==> config.mk <==
export PLATFORM = sky130hd
export DESIGN_NAME = fact_accel
export DESIGN_NICKNAME = d
export VERILOG_FILES = /design/src/rtl/fact_pkg.sv /design/src/rtl/fact_seq.sv /design/src/rtl/fact_regs.sv /design/src/rtl/fact_accel.sv
export SDC_FILE = /design/constraint.sdc
export NUM_CORES = 1
export LEC_CHECK = 0
export BUFFER_PORTS_ARGS = -buffer_cell sky130_fd_sc_hd__buf_2
export CAP_MARGIN = 40
export CORE_AREA = 4 4 216 218
export CTS_BUF_LIST = sky130_fd_sc_hd__clkbuf_16
export DETAILED_ROUTE_END_ITERATION = 6
export DIE_AREA = 0 0 220 222
export GPL_TIMING_DRIVEN = 0
export SETUP_SLACK_MARGIN = 0.3
export SYNTH_ARGS = -nofsm -noshare
export SYNTH_HDL_FRONTEND = slang
export SYNTH_SLANG_ARGS = --single-unit
==> constraint.sdc <==
create_clock -name clk -period 13.7 [get_ports clk]
set_input_delay 3.425 -clock clk [delete_from_list [all_inputs] [get_ports clk]]
set_output_delay 3.425 -clock clk [all_outputs]
set_load 0.03 [all_outputs]
==> src/rtl/fact_pkg.sv <==
package fact_pkg;
  localparam int ADDR_W = 8;
  localparam int DATA_W = 32;
  localparam logic [ADDR_W-1:0] OFS_OPRES  = 8'h08;
  localparam logic [ADDR_W-1:0] OFS_STATUS = 8'h20;
  localparam int BIT_BUSY = 0;
  localparam int BIT_IEN  = 7;
endpackage

==> src/rtl/fact_seq.sv <==
module fact_seq #(
  parameter int DATA_W = 32
) (
  input  logic              clk,
  input  logic              rst_n,
  input  logic              start,
  input  logic [DATA_W-1:0] operand,
  output logic              busy,
  output logic              done,
  output logic [DATA_W-1:0] opres_q
);
  logic [DATA_W-1:0] count_q;
  logic [DATA_W-1:0] prod_q;

  // Finishing step: counter has reached zero while running.
  assign done = busy && (count_q == '0);

  always_ff @(posedge clk or negedge rst_n) begin
    if (!rst_n) begin
      busy    <= 1'b0;
      count_q <= '0;
      prod_q  <= '0;
      opres_q <= '0;
    end else if (start) begin
      busy    <= 1'b1;
      count_q <= operand;
      prod_q  <= {{(DATA_W-1){1'b0}}, 1'b1};
      opres_q <= operand;
    end else if (done) begin
      busy    <= 1'b0;
      opres_q <= prod_q;
    end else if (busy) begin
      prod_q  <= prod_q * count_q;
      count_q <= count_q - 1'b1;
    end
  end
endmodule

==> src/rtl/fact_regs.sv <==
module fact_regs
  import fact_pkg::*;
(
  input  logic              clk,
  input  logic              rst_n,
  input  logic [ADDR_W-1:0] reg_addr,
  input  logic              reg_wr_en,
  input  logic [DATA_W-1:0] reg_wr_data,
  input  logic              busy,
  input  logic              done,
  input  logic [DATA_W-1:0] opres_q,
  output logic              start,
  output logic              irq_en,
  output logic              irq_req,
  output logic [DATA_W-1:0] reg_rd_data
);
  logic wr_opres, wr_status;

  assign wr_opres  = reg_wr_en && (reg_addr == OFS_OPRES);
  assign wr_status = reg_wr_en && (reg_addr == OFS_STATUS);
  assign start     = wr_opres && !busy;

  always_ff @(posedge clk or negedge rst_n) begin
    if (!rst_n) begin
      irq_en  <= 1'b0;
      irq_req <= 1'b0;
    end else begin
      if (wr_status) irq_en <= reg_wr_data[BIT_IEN];
      irq_req <= done && irq_en;
    end
  end

  always_comb begin
    reg_rd_data = '0;
    case (reg_addr)
      OFS_OPRES: reg_rd_data = opres_q;
      OFS_STATUS: begin
        reg_rd_data[BIT_BUSY] = busy;
        reg_rd_data[BIT_IEN]  = irq_en;
      end
      default: reg_rd_data = '0;
    endcase
  end
endmodule

==> src/rtl/fact_accel.sv <==
module fact_accel
  import fact_pkg::*;
(
  input  logic              clk,
  input  logic              rst_n,
  input  logic [ADDR_W-1:0] reg_addr,
  input  logic              reg_wr_en,
  input  logic [DATA_W-1:0] reg_wr_data,
  output logic [DATA_W-1:0] reg_rd_data,
  output logic              irq_req
);
  logic              seq_start, seq_busy, seq_done, irq_en;
  logic [DATA_W-1:0] opres_q;

  fact_seq #(.DATA_W(DATA_W)) u_seq (
    .clk(clk), .rst_n(rst_n), .start(seq_start), .operand(reg_wr_data),
    .busy(seq_busy), .done(seq_done), .opres_q(opres_q)
  );

  fact_regs u_regs (
    .clk(clk), .rst_n(rst_n), .reg_addr(reg_addr), .reg_wr_en(reg_wr_en),
    .reg_wr_data(reg_wr_data), .busy(seq_busy), .done(seq_done),
    .opres_q(opres_q), .start(seq_start), .irq_en(irq_en),
    .irq_req(irq_req), .reg_rd_data(reg_rd_data)
  );
endmodule

==> impl_metrics.csv, run 1 <==
group,metric,value,unit
synth,postSynthCellCount,2249,
drt,drc_errors,0,
power_and_ir_drop,vdd_drop_max,0.0000993,V
worst_setup_path,startpoint,"u_seq.count_q[5]",
clock_network,cts.sinks,99,
timing,tns,0,ns
worst_setup_path,crit_family,"adder cells",
worst_hold_path,hp-start,"u_seq.opres_q[23]",
final_layout,layout.cells.non_filler,2972,
synth,synth.cells.most_frequent,"408 x fa_1, 388 x inv_1, 340 x and2_1",
place,dp.cells,2956,
synth,ys_seq_elements,99,
global_route,grt_max_degree,55,
final_layout,nets,2942,
timing,worst_slack,4.65,ns
worst_setup_path,crit_slowest_cell,"clkbuf_1",
worst_setup_path,worstPathMaxFanout,10,
place,place_area,21900,µm²
timing,timing.fmax,0.110,GHz
synth,ys_warn_count,0,
worst_setup_path,r2r_start,"u_seq.count_q[5]",
worst_setup_path,arrival,9.31,ns
synth,seq_area_frac_synth,0.122,
worst_setup_path,worstSetupStartpointType,"register",
power_and_ir_drop,cellLeakagePower,10.8,nW
floorplan,start_util,0.453,
drt,antenna_left,0,
floorplan,floorplan.core_area,44900,µm²
clock_network,h-tree-depth,3,
timing,min_period_over_period,0.661,
floorplan,rows,78,
worst_hold_path,hold_class,"reg2reg",
worst_setup_path,critPathKind,"reg2reg",
timing,finalSetupViolations,0,
timing,finalCriticalPeriod,9.05,ns
drt,vias_per_cell,5.44,
timing,clock-skew-final,0.0162,ns
power_and_ir_drop,power.density,26.0,nW/µm²
global_route,overflow,0,
synth,synth_nets,2824,
place,io_buffers,75,
timing,rsz0062_at_grt,"no",
worst_setup_path,cp_cell_sequence,"clkbuf_1 -> clkbuf_1 -> and2_1 -> fa_1 -> fa_1 -> fa_1 -> inv_1 -> fa_1 -> inv_1 -> fa_1 -> inv_1 -> fa_1 -> inv_1 -> fa_1 -> fa_1 -> ha_1 -> and4_1 -> and3_1 -> a221o_1 -> o21ai_0 -> a31oi_1 -> a41oi_1 -> nor4b_1 -> a211o_1",
outcome,outcome,"completed",
synth,postSynthAreaPerCell,9.04,µm²
worst_setup_path,required,13.96,ns
synth,syn_area,20300,µm²
clock_network,clk_pin_slew,0.09,ns
final_layout,syn2layout_area_growth,9.06,%
floorplan,design.die.area,48800,µm²
worst_setup_path,critPathBufInv,6,
drt,wl,72.1,mm
global_route,grt_pass1_wl,110,mm
clock_network,cts_root_buf,"clkbuf_16",
worst_setup_path,max_stage_delay,0.76,ns
timing,max_slew_margin,0.326,
clock_network,cts_buffers,9,
synth,synth_edf_count,0,
final_layout,post-route-cell-area,22200,µm²
clock_network,cts_tree,"built",
floorplan,die_w,220,µm
timing,slew_viol_final,0,
place,routabilityCongestion,0.998,
drt,vias,16200,
clock_network,cts_resized,0,
drt,first_pass_iters,6,
synth,yosysTopAreaCellShare,0.402,
timing,tightest_slew,1.01,ns
clock_network,cts_hold_buf,0,
clock_network,insertion_delay,0.38,ns
final_layout,drive_above_1_share,0.0603,
synth,synth_cell_types,57,
clock_network,post_cts_buffers,0,
synth,synth_top_area_cell,"fa_1",
global_route,grt_pass1_vias,17600,
global_route,antenna_found_initial,2,
global_route,grt.total_usage,0.307,
floorplan,die_h,222,µm
run,cap_violations,0,
place,dp_hpwl,59.1,mm
synth,synthTopCellsByArea,"fa_1 40%, dfrtp_1 12%, and2_1 10%",
synth,synth_most_common_cell,"fa_1",
clock_network,clk_path_buf_depth,2,
drt,drt-initial-drc-count,1451,
worst_setup_path,end_kind,"register",
synth,ys.flop_type,"dfrtp_1",
worst_setup_path,cp_common_cell,"fa_1",
timing,hold_viol_final,0,
place,place_ws,4.75,ns
floorplan,io-pin-count,76,
drt,route.detailed.wl_per_inst,24.3,µm
final_layout,antenna_cells,0,
final_layout,postLayoutCoreUtil,0.494,
synth,postSynth.asyncResetShare,1.00,
cells by family (layout without fill, tap and decap cells):
logic type | Yosys count | after routing | share of synthesized area
AOI/OAI and AO/OA | 143 | 143 | 0.0435
xor gates and xnor gates | 108 | 108 | 0.0465
adders and majority gates | 532 | 532 | 0.478
buffers and inverters | 525 | 648 | 0.0980
DFF | 99 | 99 | 0.122
muxes | 4 | 4 | 0.00203
and+or+nand+nor | 838 | 838 | 0.210
final cells by class:
class | count | area [µm²]
multi-input combinational | 1625 | 15900
inverter | 388 | 1460
timing repair buffer | 107 | 786
tap | 600 | 751
sequential | 99 | 2480
clock inverter | 7 | 80.1
fill | 4393 | 22700
buffer | 137 | 536
clock buffer | 9 | 225
placed cells by master, fill, tap and decap left out, types with 9 or more instances in the layout:
| master | synthesis | final |
|---|---|---|
| fa_1 | 408 | 408 |
| inv_1 | 388 | 388 |
| and2_1 | 340 | 340 |
| nand2_1 | 338 | 338 |
| clkbuf_1 | 126 | 126 |
| ha_1 | 124 | 124 |
| dfrtp_1 | 99 | 99 |
| buf_2 | 8 | 83 |
| xnor2_1 | 79 | 79 |
| o21ai_0 | 59 | 59 |
| nand3_1 | 57 | 57 |
| nor2_1 | 42 | 42 |
| xor2_1 | 29 | 29 |
| a21oi_1 | 27 | 27 |
| buf_6 | 1 | 21 |
| nor3_1 | 12 | 12 |
| buf_8 | 0 | 10 |
| nor4_1 | 9 | 9 |
| clkbuf_16 | 0 | 9 |
flip-flops by register name, summed over array words and instances (netlist names):
signal,cells
u_seq.prod_q,32
u_seq.count_q,32
u_seq.busy,1
u_regs.irq_req,1
u_regs.irq_en,1
u_seq.opres_q,32
power by group:
group | total, W | switching, W | leakage, nW | internal, W
logic | 0.0000158 | 0.00000979 | 9.58 | 0.00000605
registers | 0.000292 | 0.000000106 | 1.08 | 0.000292
clock network | 0.000269 | 0.000139 | 0.145 | 0.000130
total | 0.000577 | 0.000149 | 10.8 | 0.000428
path summary, 6_finish.rpt:
| path | to | slack, ns | depth (start not counted) |
|---|---|---|---|
| worst max-delay path | u_seq.prod_q[30] | 4.65 | 24 |
| worst min-delay path | u_seq.opres_q[23] | 0.47 | 2 |
| worst max register to register | u_seq.prod_q[30] | 4.65 | 24 |
| worst min register to register | u_seq.opres_q[23] | 0.47 | 2 |
| max in group asynchronous | u_seq.prod_q[5] | 9.87 | 2 |
| min in group asynchronous | u_seq.prod_q[30] | 3.09 | 1 |
worst min-delay path: stages (launching register included):
cell	delay, ns
dfrtp_1	0.34
nand2_1	0.05
nand2_1	0.06
metrics by stage:
stage	hold slack, ns	power (W)
2_1_floorplan	0.437	0.000300
3_3_place_gp	0.450	0.000313
6_report	0.474	0.000577
4_1_cts	0.479	0.000581
3_5_place_dp	0.460	0.000314
5_1_grt	0.508	0.000593
per-layer routing:
layer	wire [µm]	track usage	vias up	part of all wire
li1	-	-	6952	-
met1	28900	0.418	8276	0.40
met2	32400	0.477	752	0.45
met3	5760	0.0433	178	0.080
met4	5030	0.163	2	0.070
met5	8	0	-	0.00011
Power figures use the tool's default switching activity.
==> run 2, diff against run 1 <==
Clock period 13.7 ns to 8.9 ns, I/O delays scaled along.
==> impl_metrics.csv, run 2 (synthesized netlist as in run 1, its figures left out) <==
group,metric,value,unit
outcome,outcome,"completed",
power_and_ir_drop,p_int,0.000659,W
power_and_ir_drop,p_comb_frac,0.027,
timing,rsz0062_at_grt,"no",
drt,vias,16100,
clock_network,cts_tree,"built",
timing,finalCriticalPeriod,8.39,ns
drt,route.detailed.wl_per_inst,24.2,µm
worst_setup_path,reg2reg_setup_slack,0.51,ns
timing,clock-skew-final,0.0181,ns
clock_network,insertion_delay,0.38,ns
clock_network,cts_resized,2,
place,place_ws,-0.0468,ns
place,dp_hpwl,59.1,mm
global_route,grt_pass1_vias,17600,
worst_setup_path,worstPathMaxFanout,10,
worst_setup_path,critPathKind,"reg2reg",
floorplan,io-pin-count,76,
power_and_ir_drop,power.density,40.2,nW/µm²
drt,first_pass_iters,5,
power_and_ir_drop,swShare,0.260,
power_and_ir_drop,clkPwrFrac,0.468,
clock_network,cts_hold_buf,0,
worst_setup_path,end_kind,"register",
drt,drt-initial-drc-count,1428,
final_layout,drive_above_1_share,0.0633,
power_and_ir_drop,power,0.000891,W
global_route,antenna_found_initial,2,
clock_network,clk_pin_slew,0.08,ns
floorplan,design.die.area,48800,µm²
timing,finalSetupViolations,0,
place,io_buffers,75,
final_layout,nets,2941,
final_layout,syn2layout_area_growth,9.10,%
clock_network,post_cts_buffers,0,
worst_setup_path,worstSetupStartpointType,"register",
clock_network,cts_root_buf,"clkbuf_16",
drt,wl,72.0,mm
clock_network,clk_path_buf_depth,2,
final_layout,antenna_cells,0,
place,place_area,21900,µm²
drt,antenna_left,0,
floorplan,die_h,222,µm
clock_network,cts.sinks,99,
worst_setup_path,arrival,8.64,ns
timing,hold_viol_final,0,
global_route,grt_pass1_wl,109,mm
drt,drc_errors,0,
place,routabilityCongestion,0.998,
final_layout,postLayoutCoreUtil,0.494,
timing,max_slew_margin,0.329,
worst_hold_path,hold_class,"reg2reg",
floorplan,floorplan.core_area,44900,µm²
power_and_ir_drop,p_sw,0.000232,W
final_layout,top_regs,"u_seq.count_q x32, u_seq.opres_q x32, u_seq.prod_q x32",
timing,tightest_slew,1.00,ns
floorplan,die_w,220,µm
power_and_ir_drop,seqPwrFrac,0.505,
global_route,grt.total_usage,0.306,
clock_network,h-tree-depth,3,
power_and_ir_drop,vdd_drop_max,0.000152,V
timing,min_period_over_period,0.943,
clock_network,cts_buffers,9,
timing,worst_slack,0.510,ns
timing,timing.fmax,0.119,GHz
global_route,overflow,0,
final_layout,post-route-cell-area,22200,µm²
floorplan,start_util,0.453,
worst_setup_path,required,9.15,ns
timing,slew_viol_final,0,
final_layout,final_cell_mix,"408 x fa_1, 388 x inv_1, 340 x and2_1",
final_layout,layout_commonest_cell,"fa_1",
drt,vias_per_cell,5.43,
timing,holdWs,0.474,ns
power_and_ir_drop,cellLeakagePower,10.8,nW
global_route,grt_max_degree,55,
run,cap_violations,0,
floorplan,rows,78,
[run 2: changes by cell type in the layout (fill, tap and decap cells not counted)]
| cell | previous run | this run |
|---|---|---|
| o21ai_1 | 4 | 5 |
| o31ai_2 | 0 | 1 |
| clkbuf_1 | 126 | 119 |
| o21ai_0 | 59 | 58 |
| o31ai_1 | 6 | 5 |
| clkbuf_2 | 0 | 6 |
[run 2: worst paths after layout]
kind                                   start           endpoint  cells past startpoint
max                         u_seq.prod_q[14]   u_seq.prod_q[31]                     24
min                        u_seq.opres_q[23]  u_seq.opres_q[23]                      2
max reg2reg                 u_seq.prod_q[14]   u_seq.prod_q[31]                     24
min reg2reg                u_seq.opres_q[23]  u_seq.opres_q[23]                      2
max in group asynchronous              rst_n   u_seq.count_q[2]                      2
min in group asynchronous              rst_n   u_seq.prod_q[30]                      1
[run 2: critical path: stages, from the launching register on]
cell and delay [ns]:
dfrtp_1 0.35, clkbuf_1 0.75, clkbuf_1 0.48, buf_6 0.23
and2_1 0.16, fa_1 0.44, fa_1 0.49, fa_1 0.51
inv_1 0.05, fa_1 0.48, inv_1 0.06, fa_1 0.48
fa_1 0.59, fa_1 0.44, fa_1 0.52, ha_1 0.28
nor3_1 0.19, o21ai_0 0.12, a221o_1 0.33, nand2_1 0.16
and3_1 0.21, o21bai_1 0.16, o31ai_2 0.51, xnor2_1 0.17
o21ai_0 0.09
[run 2: final cells by class]
class / count / area (µm²)
flip-flops and latches: 99 / 2480
repair buffers: 107 / 786
fillers: 4397 / 22700
plain buffers: 136 / 539
multi-input cells: 1625 / 15900
clock inverters: 7 / 80.1
inverters: 388 / 1460
well taps: 600 / 751
clock buffers: 9 / 225
[run 2: through the flow]
stage          cells  TNS [ns]
6_report        2971         0
5_1_grt         2971         0
4_1_cts         2971         0
3_5_place_dp    2956   -0.0468
3_3_place_gp    2924    -0.617
2_1_floorplan   2249         0
[run 2: metal layers]
metal  wire (µm)  vias to the layer above  share of wire  GRT usage
li1            -                     6948              -          -
met1       29100                     8322           0.40      0.416
met2       32600                      703           0.45      0.477
met3        5610                      163          0.078     0.0433
met4        4710                        2          0.065      0.160
met5           8                        -        0.00011          0
[run 2: power by group through the flow]
stage / Combinational (W) / Sequential (W) / Clock, W
after floorplan: 0.00000295 / 0.000459 / 0
after global placement: 0.0000230 / 0.000459 / 0
after detailed placement: 0.0000249 / 0.000459 / 0
after CTS: 0.0000251 / 0.000450 / 0.000420
after global routing: 0.0000276 / 0.000450 / 0.000436
final: 0.0000244 / 0.000450 / 0.000417
